`src/rtl/lfsr_beat_pkg.sv`:
```
package lfsr_beat_pkg;

    localparam int STATE_W = 128;
    localparam int BEAT_W  = 2 * STATE_W;

    // feedback mask for x^128 + x^126 + x^101 + x^99 + 1
    localparam logic [STATE_W-1:0] TAP_MASK =
        (STATE_W'(1) << 126) | (STATE_W'(1) << 101) |
        (STATE_W'(1) << 99)  | STATE_W'(1);

    localparam logic [STATE_W-1:0] SEED_FALLBACK = STATE_W'(1);

    typedef enum logic [1:0] {
        CHK_ARMED = 2'd0,
        CHK_TRACK = 2'd1,
        CHK_FAULT = 2'd2
    } chk_state_e;

    function automatic logic [STATE_W-1:0] lfsr_step(input logic [STATE_W-1:0] s);
        return {s[STATE_W-2:0], 1'b0} ^ (s[STATE_W-1] ? TAP_MASK : '0);
    endfunction

    function automatic logic [BEAT_W-1:0] beat_of(input logic [STATE_W-1:0] s);
        return {s, lfsr_step(s)};
    endfunction

    function automatic logic [STATE_W-1:0] seed_fix(input logic [STATE_W-1:0] s);
        return (s == '0) ? SEED_FALLBACK : s;
    endfunction

endpackage

```
`src/rtl/lfsr_beat_gen.sv`:
```
module lfsr_beat_gen
    import lfsr_beat_pkg::*;
(
    input  logic               clk,
    input  logic               rst_n,
    input  logic [STATE_W-1:0] seed_i,
    input  logic               load_i,
    input  logic               adv_i,
    output logic [BEAT_W-1:0]  beat_o
);

    logic [STATE_W-1:0] state_q;

    // reload has priority over advance
    always_ff @(posedge clk) begin
        if (!rst_n || load_i) begin
            state_q <= seed_fix(seed_i);
        end else if (adv_i) begin
            state_q <= lfsr_step(lfsr_step(state_q));
        end
    end

    assign beat_o = beat_of(state_q);

endmodule

```
`src/rtl/beat_compare.sv`:
```
module beat_compare #(
    parameter int DATA_W = 256,
    parameter int LANE_W = 32
) (
    input  logic              valid_i,
    input  logic [DATA_W-1:0] actual_i,
    input  logic [DATA_W-1:0] expect_i,
    output logic              miss_o
);

    localparam int LANES = DATA_W / LANE_W;

    logic [LANES-1:0] lane_diff;

    for (genvar g = 0; g < LANES; g++) begin : g_lane
        assign lane_diff[g] = |(actual_i[g*LANE_W +: LANE_W] ^ expect_i[g*LANE_W +: LANE_W]);
    end

    assign miss_o = valid_i && (|lane_diff);

endmodule

```
`src/rtl/lfsr_beat_engine.sv`:
```
module lfsr_beat_engine
    import lfsr_beat_pkg::*;
#(
    parameter int LANE_W = 32
) (
    input  logic               clk,
    input  logic               rst_n,
    input  logic [STATE_W-1:0] seed_i,
    input  logic               restart_i,
    input  logic               wr_fire_i,
    output logic [BEAT_W-1:0]  wr_data_o,
    input  logic               rd_fire_i,
    input  logic [BEAT_W-1:0]  rd_data_i,
    output logic               err_o
);

    logic [BEAT_W-1:0] rd_expect;
    logic              mismatch;
    chk_state_e        state_q;
    chk_state_e        state_d;

    lfsr_beat_gen i_wr_gen (
        .clk    (clk),
        .rst_n  (rst_n),
        .seed_i (seed_i),
        .load_i (restart_i),
        .adv_i  (wr_fire_i),
        .beat_o (wr_data_o)
    );

    lfsr_beat_gen i_rd_gen (
        .clk    (clk),
        .rst_n  (rst_n),
        .seed_i (seed_i),
        .load_i (restart_i),
        .adv_i  (rd_fire_i),
        .beat_o (rd_expect)
    );

    beat_compare #(
        .DATA_W (BEAT_W),
        .LANE_W (LANE_W)
    ) i_cmp (
        .valid_i  (rd_fire_i),
        .actual_i (rd_data_i),
        .expect_i (rd_expect),
        .miss_o   (mismatch)
    );

    always_ff @(posedge clk) begin
        if (!rst_n) begin
            state_q <= CHK_ARMED;
        end else begin
            state_q <= state_d;
        end
    end

    always_comb begin
        state_d = state_q;
        unique case (state_q)
            CHK_ARMED: begin
                if (mismatch)       state_d = CHK_FAULT;
                else if (rd_fire_i) state_d = CHK_TRACK;
            end
            CHK_TRACK: begin
                if (mismatch)       state_d = CHK_FAULT;
                else if (restart_i) state_d = CHK_ARMED;
            end
            CHK_FAULT: state_d = CHK_FAULT;
            default:   state_d = CHK_FAULT;
        endcase
    end

    always_comb begin
        err_o = (state_q == CHK_FAULT);
    end

endmodule

```
`config.mk`:
```
export PLATFORM = sky130hd
export DESIGN_NAME = lfsr_beat_engine
export DESIGN_NICKNAME = d
export VERILOG_FILES = /design/src/rtl/lfsr_beat_pkg.sv /design/src/rtl/lfsr_beat_gen.sv /design/src/rtl/beat_compare.sv /design/src/rtl/lfsr_beat_engine.sv
export SDC_FILE = /design/constraint.sdc
export NUM_CORES = 1
export LEC_CHECK = 0
export BUFFER_PORTS_ARGS = -buffer_cell sky130_fd_sc_hd__buf_2
export CORE_AREA = 2 2 251 253
export CTS_CLUSTER_SIZE = 8
export DETAILED_ROUTE_END_ITERATION = 8
export DIE_AREA = 0 0 253 255
export GPL_ROUTABILITY_DRIVEN = 0
export HOLD_SLACK_MARGIN = 0.06
export SLEW_MARGIN = 40
export SYNTH_ARGS = -nofsm -noshare
export SYNTH_HDL_FRONTEND = slang
export SYNTH_HIERARCHICAL = 1
export SYNTH_SLANG_ARGS = --single-unit
```
`constraint.sdc`:
```
create_clock -name clk -period 4.85 [get_ports clk]
set_clock_uncertainty 0.2 [all_clocks]
set_input_delay 0.97 -clock clk [delete_from_list [all_inputs] [get_ports clk]]
set_output_delay 0.97 -clock clk [all_outputs]
set_load 0.02 [all_outputs]
```
Word level (Yosys, flattened, before mapping)
Cells that the tools add are included.
- eq/ne operators: 4
- multiplexer cells: 14
- bitwise logic cells: 12
- reduce and logical (&&, ||, !) cells: 9
- operators with widths (cell ; count):
    128-bit 2-to-1 mux ; 5
    128-bit bitwise XOR ; 4
    127-bit 2-to-1 mux ; 4
    256-bit OR reduction ; 1
    32-bit bitwise XOR ; 8
    128-bit logical NOT ; 1
    2-bit 2-to-1 mux ; 4
    3-bit by 2-bit inequality test with 1-bit output, second input constant ; 2
    2-bit case mux with 2 select lines ; 1
    2-bit nonzero test ; 2
    2-bit by 1-bit == test with 1-bit output, second input constant ; 1
    2-bit == test, second input constant ; 1
    2-bit logical NOT ; 1
    2-bit AND reduction ; 1
    1-bit logical AND ; 1
    1-bit logical NOT ; 1
    1-bit logical OR ; 1
- bits in registers: 258
- input bits: 389
- logic and storage cells: 42

Logic depth before layout (Yosys ltp)
- depth after elaboration: 7
- gate-level depth with buffers: 8
- gate-level depth less buffers: 8

Hierarchy
Netlist, hierarchy kept.
- by module, submodules not included (module ; times used ; cells each ; area each (um^2) ; seq. area each (um^2)):
    lfsr_beat_gen ; 2 ; 714 ; 6683.9 ; 3843.7
    beat_compare ; 1 ; 341 ; 2785.2 ; 0.0
    lfsr_beat_engine ; 1 ; 7 ; 73.8 ; 40.0

Least setup slack after synthesis
OpenSTA, ideal clock, no wires.
- kind: input -> register
- start: in rst_n
- end: reg i_rd_gen.state_q[0], enable pin
- setup time: 510 ps
- arrival time: 4301 ps
- required time: 4140 ps
- path slack: -160 ps
- stages: 4
- path buffers: 2
- cell sequence: nor2b_1 > buf_2 > buf_2 > nand2b_1
- cells in the longest elaborated chain, start to end: 3
- RTL lines (item ; RTL line ; text):
    start: declaration ; lfsr_beat_engine.sv:7 ; input logic rst_n,
    1-bit logical NOT ; -- ;
    1-bit logical OR ; lfsr_beat_gen.sv:16 ; if (!rst_n || load_i) begin
    2-bit nonzero test (no line) ; -- ;
    end signal: assignment ; lfsr_beat_gen.sv:17 ; state_q <= seed_fix(seed_i);
    end signal: assignment ; lfsr_beat_gen.sv:19 ; state_q <= lfsr_step(lfsr_step(state_q));
    end: declaration ; lfsr_beat_gen.sv:12 ; logic [STATE_W-1:0] state_q;
No other way between the ends.
A chain may end at the register's enable or synchronous reset.

==> flow_summary_export.csv <==
group,metric,value,unit
status,status,"finished clean",
layout,final_cell_mix,"751 x nand2_1, 645 x buf_2, 262 x xnor2_1",
place,place_hpwl,67800,um
power_and_ir_drop,p_leak,8.87,nW
sta,fin_tns_setup,0,ns
critical_path,crit_path_max_fanout,3,
critical_path,critPathRequiredTime,5.14,ns
global_route,grtUsageTotal,24.6,%
sta,finalCritPeriodShare,63.6,%
worst_hold_path,hp-class,"register to register",
power_and_ir_drop,p_per_area,373,mW/mm^2
global_route,overflow,0,
critical_path,criticalPathCategory,"register to register",
global_route,grt_pass1_wl,108000,um
layout,design_area,0.0198,mm^2
clocking,clk_latency,0.57,ns
route,vias_per_cell,4.75,
floorplan,num_rows,92,
global_route,antenna_found_initial,22,
synth,syn_inst,1776,
clocking,postCtsHoldBufs,0,
critical_path,cp-end-kind,"register",
clocking,h-tree-depth,2,
clocking,cts_root_buffer,"clkbuf_16",
clocking,clk_pin_slew_worst_paths,0.06,ns
clocking,cts.sinks,258,
critical_path,crit_start,"i_rd_gen/state_q[35]",
synth,avgSynthCellArea,9.14,um^2
sta,fin_crit,3.08,ns
floorplan,start_util,26.1,%
critical_path,cp-endpoint,"state_q[0]",
place,placed_area,0.0186,mm^2
sta,hold_viol,0,
floorplan,dieHeight,255,um
floorplan,die-area,0.0645,mm^2
critical_path,setup.worst_path.start_class,"register",
synth,syn_nets,2165,
synth,synth_warnings,6,
critical_path,reg2reg_slack,1.77,ns
floorplan,fp.dieW,253,um
sta,maxSlewViolCount,0,
synth,synthArstFlopShare,0,%
clocking,cts_setup_buffers,0,
sta,max_freq,324,MHz
route,drt_iter0_drc,1215,
place,port_buffers,645,
floorplan,core,0.0622,mm^2
synth,yosysSeqAreaShare,47.6,%
critical_path,critPathArrivalTime,3.38,ns
layout,drive_gt1_share,33.2,%
sta,worstMarginPinSlew,0.887,ns
sta,rsz0062_at_grt,"no",
synth,syn-cell-area,0.0162,mm^2
clocking,cts_tree,"built",
synth,ys_ff_latch,258,
critical_path,rr_startpoint,"i_rd_gen/state_q[35]",
layout,final_nets,2566,
synth,synth_edf_count,256,
layout,final_common_cell,"nand2_1",
critical_path,timing.rr.end,"state_q[0]",
run,maxCapViolCount,0,
global_route,grt_max_degree,125,
global_route,grt_pass1_vias,13400,
layout,fill_cells,6631,
route,vias,14200,
route,drc,0,
power_and_ir_drop,ir_drop,0.000238,V
sta,relSlewSlack,40.4,%
route,drt-total-wl,82900,um
synth,ys_types,19,
floorplan,ioPinCount,646,
route,ant_nets,0,
critical_path,reg2regPathDepth,7,
route,drt_pass1_iterations,5,
sta,setup_viol,0,
layout,syn_to_final_growth,22.0,%
route,wl_per_cell,27.7,um
synth,ys.flop_type,"edfxtp_1",
clocking,post_cts_resized,0,
clocking,numCtsBuffers,40,
clocking,cts_buffer_depth,3,
Yosys cell counts, types with 2 or more instances:
cell	n	area, um^2
xnor2_1	262	2290
dfxtp_1	2	40.0
a21oi_1	4	20.0
xor2_1	6	52.6
buf_4	250	1880
edfxtp_1	256	7690
nor2_1	2	7.51
nor4_2	3	37.5
o21ai_0	6	30.0
clkbuf_1	32	120
nand2b_1	4	25.0
buf_2	26	130
nor2b_1	4	25.0
nand2_1	751	2820
nor4_1	81	507
nand4_1	84	526
logic make-up (layout without fill, tap and decap cells):
logic type / Yosys count / in the layout / share of synthesized area (%)
buffers and inverters: 308 / 722 / 13.1
AOI/OAI and AO/OA: 12 / 12 / 0.447
other: 0 / 6 / 0
and+or+nand+nor: 930 / 930 / 24.4
xor gates and xnor gates: 268 / 268 / 14.5
DFF: 258 / 258 / 47.6
sequential cells by signal, summed over array words and instances (netlist names):
register          count
i_rd_gen/state_q    128
i_wr_gen/state_q    128
state_q               2
worst min-delay path by stage:
stage               startpoint         end  slack, ns  cells after the start
floorplan           state_q[1]  state_q[1]       0.27                      2
global placement    state_q[1]  state_q[1]       0.31                      2
detailed placement  state_q[1]  state_q[1]       0.31                      2
CTS                 state_q[1]  state_q[1]       0.32                      2
global route        state_q[1]  state_q[1]       0.38                      2
finish              state_q[1]  state_q[1]       0.33                      2
power breakdown:
group / internal [mW] / switching [mW] / leakage (nW)
Sequential: 2.73 / 0.384 / 2.73
Clock: 1.59 / 1.10 / 0.562
Combinational: 0.586 / 0.983 / 5.58
through the flow:
| step | worst slack [ns] | instances | power [mW] | hold WS, ns | utilization (%) |
|---|---|---|---|---|---|
| final | 1.77 | 2995 | 7.38 | 0.328 | 31.9 |
| after global routing | 1.62 | 2990 | 7.66 | 0.377 | 31.8 |
| after CTS | 1.79 | 2988 | 7.45 | 0.321 | 31.8 |
| after detailed placement | 1.25 | 2933 | 4.73 | 0.308 | 29.9 |
| after global placement | 1.02 | 2931 | 4.72 | 0.307 | 29.8 |
| after floorplan | 1.29 | 1776 | 4.07 | 0.272 | - |
per-layer routing:
layer / part of all wire [%] / vias to the layer above / wire length, um / GRT usage, %
met5: 0.19 / - / 157 / 0
met4: 2.1 / 26 / 1730 / 5.77
met3: 8.1 / 106 / 6720 / 6.36
met2: 45 / 710 / 37600 / 38.5
li1: - / 6472 / - / -
met1: 44 / 6913 / 36700 / 33.9
cell type report:
cell class	count	area, um^2	share of cell area [%]
Antenna cell	6	15.0	0.0758
Clock buffer	45	1020	5.15
Clock inverter	10	130	0.657
Multi-Input combinational cell	1210	6440	32.5
Sequential cell	258	7730	39.0
Tap cell	799	1000	5.05
Timing Repair Buffer	667	3470	17.5
critical path, stage by stage (launching register included):
cell,delay (ns)
edfxtp_1,0.48
xnor2_1,0.50
nand4_1,0.29
nor4_2,0.60
nand4_1,0.20
o41a_1,0.47
nor2_2,0.10
o2111a_1,0.17
Power figures use the tool's default switching activity.
